--- config.mk ---
export PLATFORM = sky130hd
export DESIGN_NAME = adc_frame_rx
export DESIGN_NICKNAME = d
export VERILOG_FILES = /design/src/rtl/adc_rx_pkg.sv /design/src/rtl/adc_line_sync.sv /design/src/rtl/adc_cfg_stage.sv /design/src/rtl/adc_frame_engine.sv /design/src/rtl/adc_frame_rx.sv
export SDC_FILE = /design/constraint.sdc
export NUM_CORES = 1
export LEC_CHECK = 0
export ABC_CLOCK_PERIOD_IN_PS = 4350
export BUFFER_PORTS_ARGS = -buffer_cell sky130_fd_sc_hd__buf_4
export CAP_MARGIN = 20
export CORE_UTILIZATION = 59
export CTS_BUF_LIST = sky130_fd_sc_hd__clkbuf_4 sky130_fd_sc_hd__clkbuf_8
export DETAILED_ROUTE_END_ITERATION = 6
export MAX_ROUTING_LAYER = met4
export PLACE_DENSITY = 0.83
export SYNTH_ARGS = -nofsm -noshare
export SYNTH_HDL_FRONTEND = slang
export SYNTH_HIERARCHICAL = 1
export SYNTH_SLANG_ARGS = --single-unit
--- constraint.sdc ---
create_clock -name clk -period 4.35 [get_ports clk]
set_clock_uncertainty 0.05 [all_clocks]
set_input_delay 0.87 -clock clk [delete_from_list [all_inputs] [get_ports clk]]
set_output_delay 0.87 -clock clk [all_outputs]
set_load 0.01 [all_outputs]
--- src/rtl/adc_rx_pkg.sv ---
package adc_rx_pkg;
  localparam int FRAME_W  = 32;
  localparam int CFG_W    = 8;
  localparam int CNT_W    = $clog2(FRAME_W + 1);
  localparam int EOC_POS  = 31;
  localparam int SIGN_POS = 29;
  localparam int MSB_POS  = 28;
  localparam int LSB_POS  = 6;
  localparam int RES_W    = MSB_POS - LSB_POS + 1;

  typedef enum logic [1:0] {
    ST_BUSY = 2'd0,
    ST_WAIT = 2'd1,
    ST_XFER = 2'd2
  } rx_state_e;

  typedef struct packed {
    logic       en;
    logic       sgl;
    logic       odd;
    logic [2:0] addr;
  } chan_cfg_t;

  function automatic logic [CFG_W-1:0] cfg_word(input chan_cfg_t c);
    return {2'b10, c.en, c.sgl, c.odd, c.addr};
  endfunction
endpackage

--- src/rtl/adc_line_sync.sv ---
module adc_line_sync #(
  parameter int              WIDTH   = 2,
  parameter int              STAGES  = 2,
  parameter logic [WIDTH-1:0] RST_VAL = '1
) (
  input  logic             clk,
  input  logic             rst_n,
  input  logic [WIDTH-1:0] din,
  output logic [WIDTH-1:0] dout
);
  logic [STAGES-1:0][WIDTH-1:0] stg_q;

  always_ff @(posedge clk or negedge rst_n) begin
    if (!rst_n) begin
      stg_q <= {STAGES{RST_VAL}};
    end else begin
      stg_q[0] <= din;
      for (int i = 1; i < STAGES; i++) stg_q[i] <= stg_q[i-1];
    end
  end

  assign dout = stg_q[STAGES-1];
endmodule

--- src/rtl/adc_cfg_stage.sv ---
module adc_cfg_stage
  import adc_rx_pkg::*;
(
  input  logic             clk,
  input  logic             rst_n,
  input  logic             wr,
  input  chan_cfg_t        cfg_in,
  output logic [CFG_W-1:0] word_o
);
  chan_cfg_t pend_q, pend_n;

  always_comb begin
    pend_n = pend_q;
    if (wr) pend_n = cfg_in;
  end

  always_ff @(posedge clk or negedge rst_n) begin
    if (!rst_n) pend_q <= '0;
    else        pend_q <= pend_n;
  end

  assign word_o = cfg_word(pend_q);


  hold_when_idle_chk: assert property (@(posedge clk) disable iff (!rst_n)
    !wr |=> $stable(word_o));
endmodule

--- src/rtl/adc_frame_engine.sv ---
module adc_frame_engine
  import adc_rx_pkg::*;
#(
  parameter int TO_W = 16
) (
  input  logic               clk,
  input  logic               rst_n,
  input  logic               srst,
  input  logic               sck_s,
  input  logic               sdo_s,
  input  logic [CFG_W-1:0]   cfg_word_i,
  input  logic [TO_W-1:0]    lim,
  output logic               sdi_o,
  output logic               valid_o,
  output logic [FRAME_W-1:0] data_o,
  output logic               perr_o,
  output logic               tout_o
);
  rx_state_e          state_q, state_n;
  logic [CNT_W-1:0]   bit_q, bit_n;
  logic [FRAME_W-1:0] rx_q, rx_n, data_n;
  logic [CFG_W-1:0]   tx_q, tx_n;
  logic [TO_W-1:0]    idle_q, idle_n;
  logic               sck_d_q;
  logic               valid_n, perr_n, tout_n;
  logic               rise, fall;
  logic [FRAME_W-1:0] rx_shift;

  assign rise     = sck_s & ~sck_d_q;
  assign fall     = ~sck_s & sck_d_q;
  assign rx_shift = {rx_q[FRAME_W-2:0], sdo_s};

  always_comb begin
    state_n = state_q;
    bit_n   = bit_q;
    rx_n    = rx_q;
    tx_n    = tx_q;
    idle_n  = '0;
    data_n  = data_o;
    valid_n = 1'b0;
    perr_n  = 1'b0;
    tout_n  = 1'b0;
    unique case (state_q)
      ST_BUSY: begin
        if (sck_s) state_n = ST_WAIT;
      end
      ST_WAIT: begin
        if (!sck_s && !sdo_s) begin
          state_n = ST_XFER;
          tx_n    = cfg_word_i;
          bit_n   = '0;
        end
      end
      ST_XFER: begin
        if (rise) begin
          rx_n  = rx_shift;
          bit_n = bit_q + 1'b1;
          if (bit_q == CNT_W'(FRAME_W - 1)) begin
            state_n = ST_BUSY;
            valid_n = 1'b1;
            data_n  = rx_shift;
            perr_n  = ^rx_shift;
            tx_n    = '0;
          end
        end else if (fall) begin
          tx_n = {tx_q[CFG_W-2:0], 1'b0};
        end else if (idle_q >= lim) begin
          tout_n  = 1'b1;
          state_n = ST_BUSY;
          tx_n    = '0;
        end else begin
          idle_n = idle_q + 1'b1;
        end
      end
      default: state_n = ST_BUSY;
    endcase
    if (srst) begin
      state_n = ST_BUSY;
      tx_n    = '0;
      bit_n   = '0;
      valid_n = 1'b0;
      perr_n  = 1'b0;
      tout_n  = 1'b0;
    end
  end

  always_ff @(posedge clk or negedge rst_n) begin
    if (!rst_n) begin
      state_q <= ST_BUSY;
      bit_q   <= '0;
      rx_q    <= '0;
      tx_q    <= '0;
      idle_q  <= '0;
      sck_d_q <= 1'b1;
      data_o  <= '0;
      valid_o <= 1'b0;
      perr_o  <= 1'b0;
      tout_o  <= 1'b0;
    end else begin
      state_q <= state_n;
      bit_q   <= bit_n;
      rx_q    <= rx_n;
      tx_q    <= tx_n;
      idle_q  <= idle_n;
      sck_d_q <= sck_s;
      data_o  <= data_n;
      valid_o <= valid_n;
      perr_o  <= perr_n;
      tout_o  <= tout_n;
    end
  end

  assign sdi_o = tx_q[CFG_W-1];


  tout_excl_chk: assert property (@(posedge clk) disable iff (!rst_n)
    tout_o |-> !valid_o);

  sdi_on_fall_chk: assert property (@(posedge clk) disable iff (!rst_n)
    (state_q == ST_XFER && $past(state_q) == ST_XFER && !$stable(sdi_o)) |-> $past(fall));

  bit_range_chk: assert property (@(posedge clk) disable iff (!rst_n)
    state_q == ST_XFER |-> bit_q < CNT_W'(FRAME_W));

  start_cond_chk: assert property (@(posedge clk) disable iff (!rst_n)
    (state_q == ST_XFER && $past(state_q) != ST_XFER) |-> ($past(!sck_s) && $past(!sdo_s)));

  idle_sdi_chk: assert property (@(posedge clk) disable iff (!rst_n)
    state_q != ST_XFER |-> !sdi_o);
endmodule

--- src/rtl/adc_frame_rx.sv ---
module adc_frame_rx
  import adc_rx_pkg::*;
#(
  parameter int TO_W = 16
) (
  input  logic               clk,
  input  logic               rst_n,
  input  logic               srst,
  input  logic               sck_i,
  input  logic               sdo_i,
  output logic               sdi_o,
  input  logic               cfg_wr,
  input  logic               cfg_en,
  input  logic               cfg_sgl,
  input  logic               cfg_odd,
  input  logic [2:0]         cfg_addr,
  input  logic [TO_W-1:0]    timeout_lim,
  output logic               frame_valid,
  output logic [FRAME_W-1:0] frame_data,
  output logic               eoc_bit,
  output logic               sign_bit,
  output logic [RES_W-1:0]   result,
  output logic               parity_err,
  output logic               timeout_err
);
  logic [1:0]       rst_pipe_q;
  logic             rst_s_n;
  logic [1:0]       lines_s;
  logic [CFG_W-1:0] cfg_w;
  chan_cfg_t        cfg_in;

  always_ff @(posedge clk or negedge rst_n) begin
    if (!rst_n) rst_pipe_q <= 2'b00;
    else        rst_pipe_q <= {rst_pipe_q[0], 1'b1};
  end
  assign rst_s_n = rst_pipe_q[1];

  adc_line_sync #(.WIDTH(2), .STAGES(2), .RST_VAL(2'b11)) u_sync (
    .clk   (clk),
    .rst_n (rst_s_n),
    .din   ({sck_i, sdo_i}),
    .dout  (lines_s)
  );

  assign cfg_in = '{en: cfg_en, sgl: cfg_sgl, odd: cfg_odd, addr: cfg_addr};

  adc_cfg_stage u_cfg (
    .clk    (clk),
    .rst_n  (rst_s_n),
    .wr     (cfg_wr),
    .cfg_in (cfg_in),
    .word_o (cfg_w)
  );

  adc_frame_engine #(.TO_W(TO_W)) u_eng (
    .clk        (clk),
    .rst_n      (rst_s_n),
    .srst       (srst),
    .sck_s      (lines_s[1]),
    .sdo_s      (lines_s[0]),
    .cfg_word_i (cfg_w),
    .lim        (timeout_lim),
    .sdi_o      (sdi_o),
    .valid_o    (frame_valid),
    .data_o     (frame_data),
    .perr_o     (parity_err),
    .tout_o     (timeout_err)
  );

  assign eoc_bit  = frame_data[EOC_POS];
  assign sign_bit = frame_data[SIGN_POS];
  assign result   = frame_data[MSB_POS:LSB_POS];
endmodule

==> impl_metrics.env, run 1 <==
export IMPL_finalCritPeriodShare_pct=64.2
export IMPL_cts_sinks=111
export IMPL_netlist_area_leader_share_pct=49.0
export IMPL_post_cts_setup_buffer_count=0
export IMPL_synth_edf_count=0
export IMPL_path_max_fanout=37
export IMPL_wire_per_inst_um=13.8
export IMPL_layout_setup_ws_ps=1560
export IMPL_first_global_vias=3526
export IMPL_ys_dominant_reg_cell="dfrtp_1"
export IMPL_drv_cap=0
export IMPL_cp_start_kind="register"
export IMPL_fp_row_count=34
export IMPL_die_h_um=97.8
export IMPL_synth_cell_types=48
export IMPL_power_density_nw_per_um2=300
export IMPL_yosysTopAreaCell="dfrtp_1"
export IMPL_dr_pass1_iters=6
export IMPL_p_leak_nw=3.17
export IMPL_reg2reg_from="u_sync/dout[1]"
export IMPL_setup_tns_ps=0
export IMPL_worst_pin_slew_ps=922
export IMPL_clock_latency_ps=360
export IMPL_nNetsFinal=607
export IMPL_drc=18
export IMPL_crit_arrival_ps=2990
export IMPL_synth_async_reset_ratio_pct=100
export IMPL_maxSlewViolCount=0
export IMPL_crit_path_end_kind="register"
export IMPL_cp_slowest_stage_delay_ps=740
export IMPL_cp_startpoint="u_sync/dout[1]"
export IMPL_pre_cts_ws_ps=1450
export IMPL_routed_wl_um=9320
export IMPL_seqPwrFrac_pct=58.5
export IMPL_ys_seq_elements=111
export IMPL_cts_path_max_buffers=2
export IMPL_critical_path_class="reg -> reg"
export IMPL_setup_viol=0
export IMPL_cp_required_ps=4550
export IMPL_syn_area_um2=5410
export IMPL_slew_headroom_pct=38.4
export IMPL_yosysWarningCount=6
export IMPL_worst_path_buf_inv=1
export IMPL_rsz0062_at_grt="no"
export IMPL_io_buffers=88
export IMPL_p_clk_share_pct=36.3
export IMPL_fmax_ghz=0.358
export IMPL_gp_congestion=0.844
export IMPL_internal_power_w=0.00144
export IMPL_antenna_left=0
export IMPL_post_route_min_period_ps=2790
export IMPL_power_total_w=0.00184
export IMPL_hold_path_class="in -> async"
export IMPL_layout_drive_gt1_share_pct=29.2
export IMPL_slowest_stage="nor2_4"
export IMPL_grt_use_total_pct=21.5
export IMPL_ys_top_cells_by_area="dfrtp_1 49%, mux2_2 7.9%, nand2_1 7.6%"
export IMPL_dieArea_um2=9560
export IMPL_p_switching_w=0.000400
export IMPL_ys_seq_area_share_pct=51.5
export IMPL_core_um2=8810
export IMPL_diodes=0
export IMPL_drtIter0Drc=219
export IMPL_vias_per_cell=5.29
export IMPL_grt_max_degree=70
export IMPL_peakVddDrop_uv=160
export IMPL_grt_pass1_wl_um=16000
export IMPL_hold_viol=0
export IMPL_pwr_share_comb_pct=5.2
export IMPL_syn_to_final_growth_pct=13.7
export IMPL_overflow=0
export IMPL_numCtsBuffers=9
export IMPL_cts_root_buf="clkbuf_8"
export IMPL_violations="DRC"
export IMPL_start_util_pct=61.4
export IMPL_swShare_pct=21.7
export IMPL_cts_clk_slew_worst_paths_ps=100
export IMPL_cts_resized=0
export IMPL_num_vias=3557
export IMPL_outcome="finished, violations left"
export IMPL_synth_cells=505
export IMPL_hold_buffers=0
export IMPL_critical_path_top_delay_family="simple AND/OR/NAND/NOR gates"
export IMPL_post_dp_hpwl_um=6650
export IMPL_die_x_um=97.8
export IMPL_cts_tree="yes"
export IMPL_antenna_found_initial=0
export IMPL_io_pin_count=89
export IMPL_timing_critical_path_cells="nor2b_1, nand2_1, buf_4, nor2_4, mux2_2"
export IMPL_syn_nets=551
export IMPL_ctsHtreeMaxLevel=3
export IMPL_syn_avg_cell_area_um2=10.7
==> cells by family after synthesis <==
family          count (synthesis)  synth area share, %
buf+inv                        69                 7.22
compound gates                 34                 5.02
simple gates                  178                 14.5
mux                            46                 9.97
fa+ha+maj                      18                 4.16
other cells                     3                0.208
flops                         111                 51.5
xor+xnor                       46                 7.45
==> final cells by class <==
class,count,area (um^2)
multi-input combinational,325,2240
tap,108,135
fill,614,2650
clock buffer,10,138
timing repair buffer,91,683
sequential,111,2790
clock inverter,5,81.3
inverter,23,86.3
==> synth_stat cells, types with 6 or more instances <==
| cell type | instances |
|---|---|
| xnor2_1 | 30 |
| mux2_4 | 6 |
| mux2_2 | 38 |
| buf_4 | 32 |
| a22o_1 | 6 |
| clkbuf_1 | 10 |
| a21oi_1 | 8 |
| xor2_1 | 16 |
| dfrtp_1 | 106 |
| nand4_1 | 7 |
| nor2_1 | 24 |
| inv_1 | 23 |
| nand2_1 | 109 |
| ha_1 | 18 |
| nor2b_1 | 6 |
| nand3_1 | 9 |
==> power groups by stage <==
stage | Clock (W) | Combinational, W | Sequential (W)
after CTS | 0.000680 | 0.0000975 | 0.00108
after global placement | 0 | 0.0000912 | 0.00110
after floorplan | 0 | 0.0000631 | 0.00110
after global routing | 0.000724 | 0.000108 | 0.00108
after detailed placement | 0 | 0.0000970 | 0.00110
final | 0.000669 | 0.0000962 | 0.00108
==> cell usage in the layout (no fill, tap or decap), drive strengths merged, types with 2 or more instances in the layout <==
master  instances
mux2           45
and3            3
o311ai          2
xor2           16
clkbuf         10
nor2b           6
xnor2          30
conb            3
buf            91
nor2           25
dfstp           5
and4            2
nand2         110
and2            4
nand4           8
a21oi           9
bufinv          2
dfrtp         106
nand3           9
o31ai           3
inv            24
nor3            6
ha             18
a22o            6
or3             2
o21ai           7
==> registers in the layout, summed over array words and instances (netlist names) <==
| register | cells |
|---|---|
| u_eng/bit_q | 6 |
| u_eng/tx_q | 8 |
| u_cfg/word_o | 6 |
| u_eng/idle_q | 16 |
| u_eng/perr_o | 1 |
| rst_pipe_q | 2 |
| u_eng/sck_d_q | 1 |
| u_eng/rx_q | 31 |
| u_eng/valid_o | 1 |
| u_eng/data_o | 32 |
| u_eng/state_q | 2 |
| u_sync/stg_q | 2 |
| u_sync/dout | 2 |
| u_eng/tout_o | 1 |
==> layer usage <==
| metal | track usage [%] | vias to the layer above | share of wire [%] |
|---|---|---|---|
| li1 | - | 1739 | - |
| met1 | 27.0 | 1730 | 45 |
| met2 | 35.8 | 73 | 50 |
| met3 | 3.08 | 15 | 3.2 |
| met4 | 7.46 | 0 | 1.7 |
| met5 | - | - | 0 |
==> path summary, 6_finish.rpt <==
kind | endpoint | slack (ps) | cells past startpoint
worst max-delay path | u_eng/data_o[21] | 1560 | 5
worst min-delay path | rst_pipe_q[1] | 220 | 1
worst max register to register | u_eng/data_o[21] | 1560 | 5
worst min register to register | rst_pipe_q[1] | 310 | 0
max in group asynchronous | u_eng/data_o[30] | 2830 | 1
min in group clk | rst_pipe_q[1] | 310 | 0
==> metrics by stage <==
stage,utilization [%],instance area [um^2],std cells,hold slack [ps]
finish,69.9,6150,673,223
global route,69.9,6150,673,204
CTS,69.9,6150,673,211
detailed placement,67.4,5930,658,290
global placement,67.4,5930,658,288
floorplan,-,5410,505,281
No activity file was read; power rests on OpenSTA's default activity.
==> inputs of run 2 (changes only) <==
--- a/config.mk
+++ b/config.mk
@@ -5,7 +5,7 @@
 export SDC_FILE = /design/constraint.sdc
 export NUM_CORES = 1
 export LEC_CHECK = 0
-export ABC_CLOCK_PERIOD_IN_PS = 4350
+export ABC_CLOCK_PERIOD_IN_PS = 2700
 export BUFFER_PORTS_ARGS = -buffer_cell sky130_fd_sc_hd__buf_4
 export CAP_MARGIN = 20
 export CORE_UTILIZATION = 59
==> constraint.sdc (replaced) <==
create_clock -name clk -period 2.7 [get_ports clk]
set_clock_uncertainty 0.05 [all_clocks]
set_input_delay 0.54 -clock clk [delete_from_list [all_inputs] [get_ports clk]]
set_output_delay 0.54 -clock clk [all_outputs]
set_load 0.01 [all_outputs]
==> impl_metrics.env, run 2 (synthesis results as in run 1) <==
export IMPL_outcome="finished, violations left"
export IMPL_violations="DRC"
export IMPL_overflow=0
export IMPL_crit_path_end_kind="register"
export IMPL_ctsHtreeMaxLevel=3
export IMPL_cts_tree="yes"
export IMPL_post_dp_hpwl_um=7020
export IMPL_diodes=0
export IMPL_antenna_left=0
export IMPL_rsz0062_at_grt="no"
export IMPL_worst_path_buf_inv=0
export IMPL_core_um2=8810
export IMPL_cts_resized=0
export IMPL_hold_viol=0
export IMPL_slowest_stage="dfrtp_1"
export IMPL_die_x_um=97.8
export IMPL_worst_pin_slew_ps=698
export IMPL_power_density_nw_per_um2=470
export IMPL_setup_viol=0
export IMPL_die_h_um=97.8
export IMPL_path_max_fanout=16
export IMPL_cp_start_kind="register"
export IMPL_grt_use_total_pct=23.1
export IMPL_layout_common_cells="109 x nand2_1, 105 x dfrtp_1, 96 x buf_4, 38 x mux2_2, 30 x xnor2_1"
export IMPL_p_leak_nw=3.19
export IMPL_numCtsBuffers=9
export IMPL_drc=18
export IMPL_nNetsFinal=613
export IMPL_gp_congestion=0.870
export IMPL_hold_path_class="reg -> async"
export IMPL_io_buffers=88
export IMPL_routed_wl_um=9770
export IMPL_io_pin_count=89
export IMPL_maxSlewViolCount=0
export IMPL_cp_required_ps=2940
export IMPL_critical_path_top_delay_family="simple AND/OR/NAND/NOR gates"
export IMPL_drv_cap=0
export IMPL_slew_headroom_pct=53.1
export IMPL_start_util_pct=61.4
export IMPL_clock_latency_ps=370
export IMPL_pre_cts_ws_ps=141
export IMPL_fmax_ghz=0.426
export IMPL_crit_arrival_ps=2590
export IMPL_fp_row_count=34
export IMPL_finalCritPeriodShare_pct=86.9
export IMPL_cts_path_max_buffers=2
export IMPL_drtIter0Drc=169
export IMPL_cp_slowest_stage_delay_ps=460
export IMPL_syn_to_final_growth_pct=14.2
export IMPL_dr_pass1_iters=7
export IMPL_final_common_cell="nand2_1"
export IMPL_first_global_vias=3811
export IMPL_fin_util_pct=70.1
export IMPL_cts_sinks=111
export IMPL_cts_clk_slew_worst_paths_ps=100
export IMPL_grt_pass1_wl_um=17100
export IMPL_layout_setup_ws_ps=353
export IMPL_antenna_found_initial=0
export IMPL_largest_reg_flops=32
export IMPL_peakVddDrop_uv=277
export IMPL_dieArea_um2=9560
export IMPL_post_route_min_period_ps=2350
export IMPL_setup_tns_ps=0
export IMPL_power_total_w=0.00290
export IMPL_reg_top3="u_eng/data_o: 32 flops, u_eng/rx_q: 31 flops, u_eng/idle_q: 16 flops"
export IMPL_grt_max_degree=50
export IMPL_vias_per_cell=5.34
export IMPL_layout_drive_gt1_share_pct=29.9
export IMPL_critical_path_class="reg -> reg"
export IMPL_timing_critical_path_cells="ha_1, and3_1, o21ai_1, a31oi_1, o311ai_4, nand4_2, nor2_1"
export IMPL_wire_per_inst_um=14.4
export IMPL_cts_root_buf="clkbuf_8"
export IMPL_num_vias=3632
export IMPL_regMostFlops="u_eng/data_o"
-- run 2: cell types whose count changed in the layout (fill, tap and decap cells not counted), sizes merged --
cell         change
buf              +5
bufinv           -1
clkbuf           +2
clkinv           -1
clkinvlp         +1
dlygate4sd3      +1
-- run 2: area by class of cell --
cell class / instances / area [um^2]
timing repair buffer: 97 / 731
sequential: 111 / 2790
clock buffer: 12 / 146
clock inverter: 4 / 53.8
tap: 108 / 135
multi-input combinational: 325 / 2240
fill: 665 / 2630
inverter: 23 / 86.3
-- run 2: per-stage QoR --
| step | area (um^2) | hold WS (ps) | cells |
|---|---|---|---|
| global placement | 5970 | 187 | 663 |
| finish | 6180 | 189 | 680 |
| floorplan | 5410 | 194 | 505 |
| detailed placement | 5970 | 189 | 663 |
| CTS | 6180 | 199 | 680 |
| global route | 6180 | 199 | 680 |
-- run 2: what timing repair did --
item,4_1_cts,5_1_grt
endpoints found under the hold margin,2,0
hold buffers,1,0
setup buffers,0,0
-- run 2: per-layer routing --
| layer | vias up | track usage, % | wire [um] |
|---|---|---|---|
| li1 | 1748 | - | - |
| met1 | 1775 | 27.9 | 4230 |
| met3 | 20 | 4.22 | 360 |
| met2 | 89 | 39.2 | 5010 |
| met4 | 0 | 7.81 | 170 |
| met5 | - | - | 0 |
-- run 2: worst paths after layout --
| path | startpoint | to | slack (ps) | cells past startpoint |
|---|---|---|---|---|
| worst max-delay path | u_eng/idle_q[2] | u_eng/idle_q[14] | 350 | 7 |
| worst min-delay path | rst_pipe_q[1] | u_eng/tx_q[7] | 190 | 0 |
| worst max register to register | u_eng/idle_q[2] | u_eng/idle_q[14] | 350 | 7 |
| worst min register to register | rst_pipe_q[1] | u_eng/tx_q[7] | 190 | 0 |
| max in group asynchronous | rst_pipe_q[1] | u_eng/state_q[1] | 1480 | 1 |
| min in group clk | sck_i | u_sync/stg_q[1] | 220 | 1 |
-- run 2: where the power goes --
part,internal [W],leakage (nW),switching (W)
Clock,0.000465,0.0975,0.000541
Sequential,0.00170,1.50,0.0000313
Combinational,0.0000880,1.59,0.0000825
-- run 2: worst reg2reg max path, delay by kind of cell (launching register included) --
family,cells,cell delay [ps]
AOI/OAI and AO/OA,3,630
DFF,1,460
and+or+nand+nor,3,820
adders and majority gates,1,320
==> inputs of run 3 (changes only) <==
--- a/config.mk
+++ b/config.mk
@@ -8,11 +8,10 @@
 export ABC_CLOCK_PERIOD_IN_PS = 2700
 export BUFFER_PORTS_ARGS = -buffer_cell sky130_fd_sc_hd__buf_4
 export CAP_MARGIN = 20
-export CORE_UTILIZATION = 59
-export CTS_BUF_LIST = sky130_fd_sc_hd__clkbuf_4 sky130_fd_sc_hd__clkbuf_8
+export CORE_UTILIZATION = 56
 export DETAILED_ROUTE_END_ITERATION = 6
 export MAX_ROUTING_LAYER = met4
-export PLACE_DENSITY = 0.83
+export PLACE_DENSITY = 0.79
 export SYNTH_ARGS = -nofsm -noshare
 export SYNTH_HDL_FRONTEND = slang
 export SYNTH_HIERARCHICAL = 1
==> impl_metrics.env, run 3 (synthesis results as in run 1) <==
export IMPL_cp_slowest_stage_delay_ps=460
export IMPL_timing_critical_path_cells="ha_1, and3_1, o21ai_1, a31oi_1, o311ai_4, nand4_2, nor2_1"
export IMPL_post_cts_setup_buffer_count=0
export IMPL_finalCritPeriodShare_pct=91.3
export IMPL_critical_path_top_delay_family="simple AND/OR/NAND/NOR gates"
export IMPL_layout_cells_non_filler=701
export IMPL_cp_required_ps=2920
export IMPL_fmax_ghz=0.406
export IMPL_syn_to_final_growth_pct=14.4
export IMPL_wl_met1_um=4230
export IMPL_p_switching_w=0.000663
export IMPL_worst_path_buf_inv=0
export IMPL_wl_met3_um=301
export IMPL_top_layer_used="met4"
export IMPL_outcome="completed"
export IMPL_diodes=0
export IMPL_cts_tree="yes"
export IMPL_hold_depth=1
export IMPL_grt_max_degree=56
export IMPL_die_x_um=100
export IMPL_post_dp_hpwl_um=6980
export IMPL_pre_cts_ws_ps=74.6
export IMPL_cts_path_max_buffers=2
export IMPL_place_area_um2=6010
export IMPL_reg_top3="u_eng/data_o: 32 flops, u_eng/rx_q: 31 flops, u_eng/idle_q: 16 flops"
export IMPL_cts_clk_slew_worst_paths_ps=100
export IMPL_slew_headroom_pct=54.8
export IMPL_drtIter0Drc=161
export IMPL_cp_depth=7
export IMPL_finish_instance_area_um2=6190
export IMPL_cp_start_kind="register"
export IMPL_numCtsBuffers=9
export IMPL_drc=0
export IMPL_clock_latency_ps=360
export IMPL_p_clk_share_pct=32.1
export IMPL_p_leak_nw=3.18
export IMPL_regMostFlops="u_eng/data_o"
export IMPL_layout_common_cells="109 x nand2_1, 105 x dfrtp_1, 95 x buf_4, 38 x mux2_2, 30 x xnor2_1"
export IMPL_overflow=0
export IMPL_slowest_stage="dfrtp_1"
export IMPL_maxSlewViolCount=0
export IMPL_seqPwrFrac_pct=62.1
export IMPL_hold_path_class="in -> reg"
export IMPL_reg2reg_depth=7
export IMPL_io_pin_count=89
export IMPL_fp_row_count=35
export IMPL_dr_wl_met2_um=4870
export IMPL_setup_viol=0
export IMPL_dpl_cell_count=684
export IMPL_hold_ws_ps=229
export IMPL_largest_reg_flops=32
export IMPL_first_global_vias=3611
export IMPL_gp_congestion=0.860
export IMPL_routed_wl_um=9590
export IMPL_die_h_um=100
export IMPL_crit_path_end_kind="register"
export IMPL_critical_path_class="reg -> reg"
export IMPL_final_common_cell="nand2_1"
export IMPL_num_vias=3596
export IMPL_start_util_pct=58.3
export IMPL_dieArea_um2=10100
export IMPL_peakVddDrop_uv=409
export IMPL_power_density_nw_per_um2=451
export IMPL_pwr_share_comb_pct=5.8
export IMPL_swShare_pct=23.8
export IMPL_hold_viol=0
export IMPL_crit_arrival_ps=2690
export IMPL_cts_sinks=111
export IMPL_internal_power_w=0.00213
export IMPL_cts_root_buf="clkbuf_8"
export IMPL_antenna_left=0
export IMPL_grt_pass1_wl_um=16500
export IMPL_nNetsFinal=613
export IMPL_worst_pin_slew_ps=674
export IMPL_vias_per_cell=5.13
export IMPL_layout_setup_ws_ps=234
export IMPL_wire_per_inst_um=13.7
export IMPL_antenna_found_initial=0
export IMPL_setup_tns_ps=0
export IMPL_drv_cap=0
export IMPL_ctsHtreeMaxLevel=3
export IMPL_io_buffers=88
export IMPL_post_route_min_period_ps=2470
export IMPL_fillers=766
export IMPL_path_max_fanout=16
export IMPL_dr_pass1_iters=4
export IMPL_core_um2=9280
export IMPL_layout_drive_gt1_share_pct=29.7
export IMPL_grt_use_total_pct=21.4
export IMPL_rsz0062_at_grt="no"
run 3: final cells by class:
class	instances	area (um^2)	area share, %
flip-flops and latches	111	2790	45.0
multi-input cells	325	2240	36.2
repair buffers	97	743	12.0
well taps	129	161	2.61
clock buffers	10	128	2.06
inverters	23	86.3	1.39
clock inverters	6	43.8	0.707
run 3: power by group through the flow:
stage | sequential, W | clock, W | combinational (W)
after global placement | 0.00177 | 0 | 0.000154
after detailed placement | 0.00177 | 0 | 0.000162
final | 0.00174 | 0.000896 | 0.000161
after global routing | 0.00174 | 0.000999 | 0.000181
after floorplan | 0.00177 | 0 | 0.000102
after CTS | 0.00174 | 0.000932 | 0.000164
run 3: path summary, 6_finish.rpt:
| path | from | end | slack (ps) |
|---|---|---|---|
| min in group asynchronous | rst_pipe_q[1] | u_eng/data_o[9] | 330 |
| worst min-delay path | sdo_i | u_sync/stg_q[0] | 230 |
| worst max register to register | u_eng/idle_q[2] | u_eng/idle_q[8] | 230 |
| max in group asynchronous | rst_pipe_q[1] | u_eng/rx_q[8] | 1440 |
| worst min register to register | u_sync/stg_q[1] | u_sync/dout[1] | 310 |
| worst max-delay path | u_eng/idle_q[2] | u_eng/idle_q[8] | 230 |
run 3: metal layers:
layer / vias up / global-route usage (%)
met5: - / -
met4: 0 / 7.80
met3: 21 / 3.13
met2: 85 / 35.3
met1: 1740 / 26.9
li1: 1750 / -
run 3: stage by stage:
stage,utilization (%),total power (W)
CTS,66.7,0.00283
finish,66.7,0.00279
global placement,64.7,0.00192
floorplan,-,0.00187
detailed placement,64.7,0.00193
global route,66.7,0.00292
run 3: what timing repair did:
action                                 4_1_cts  5_1_grt
resized for setup                            0        0
endpoints found under the hold margin        2        0
hold buffers                                 1        0
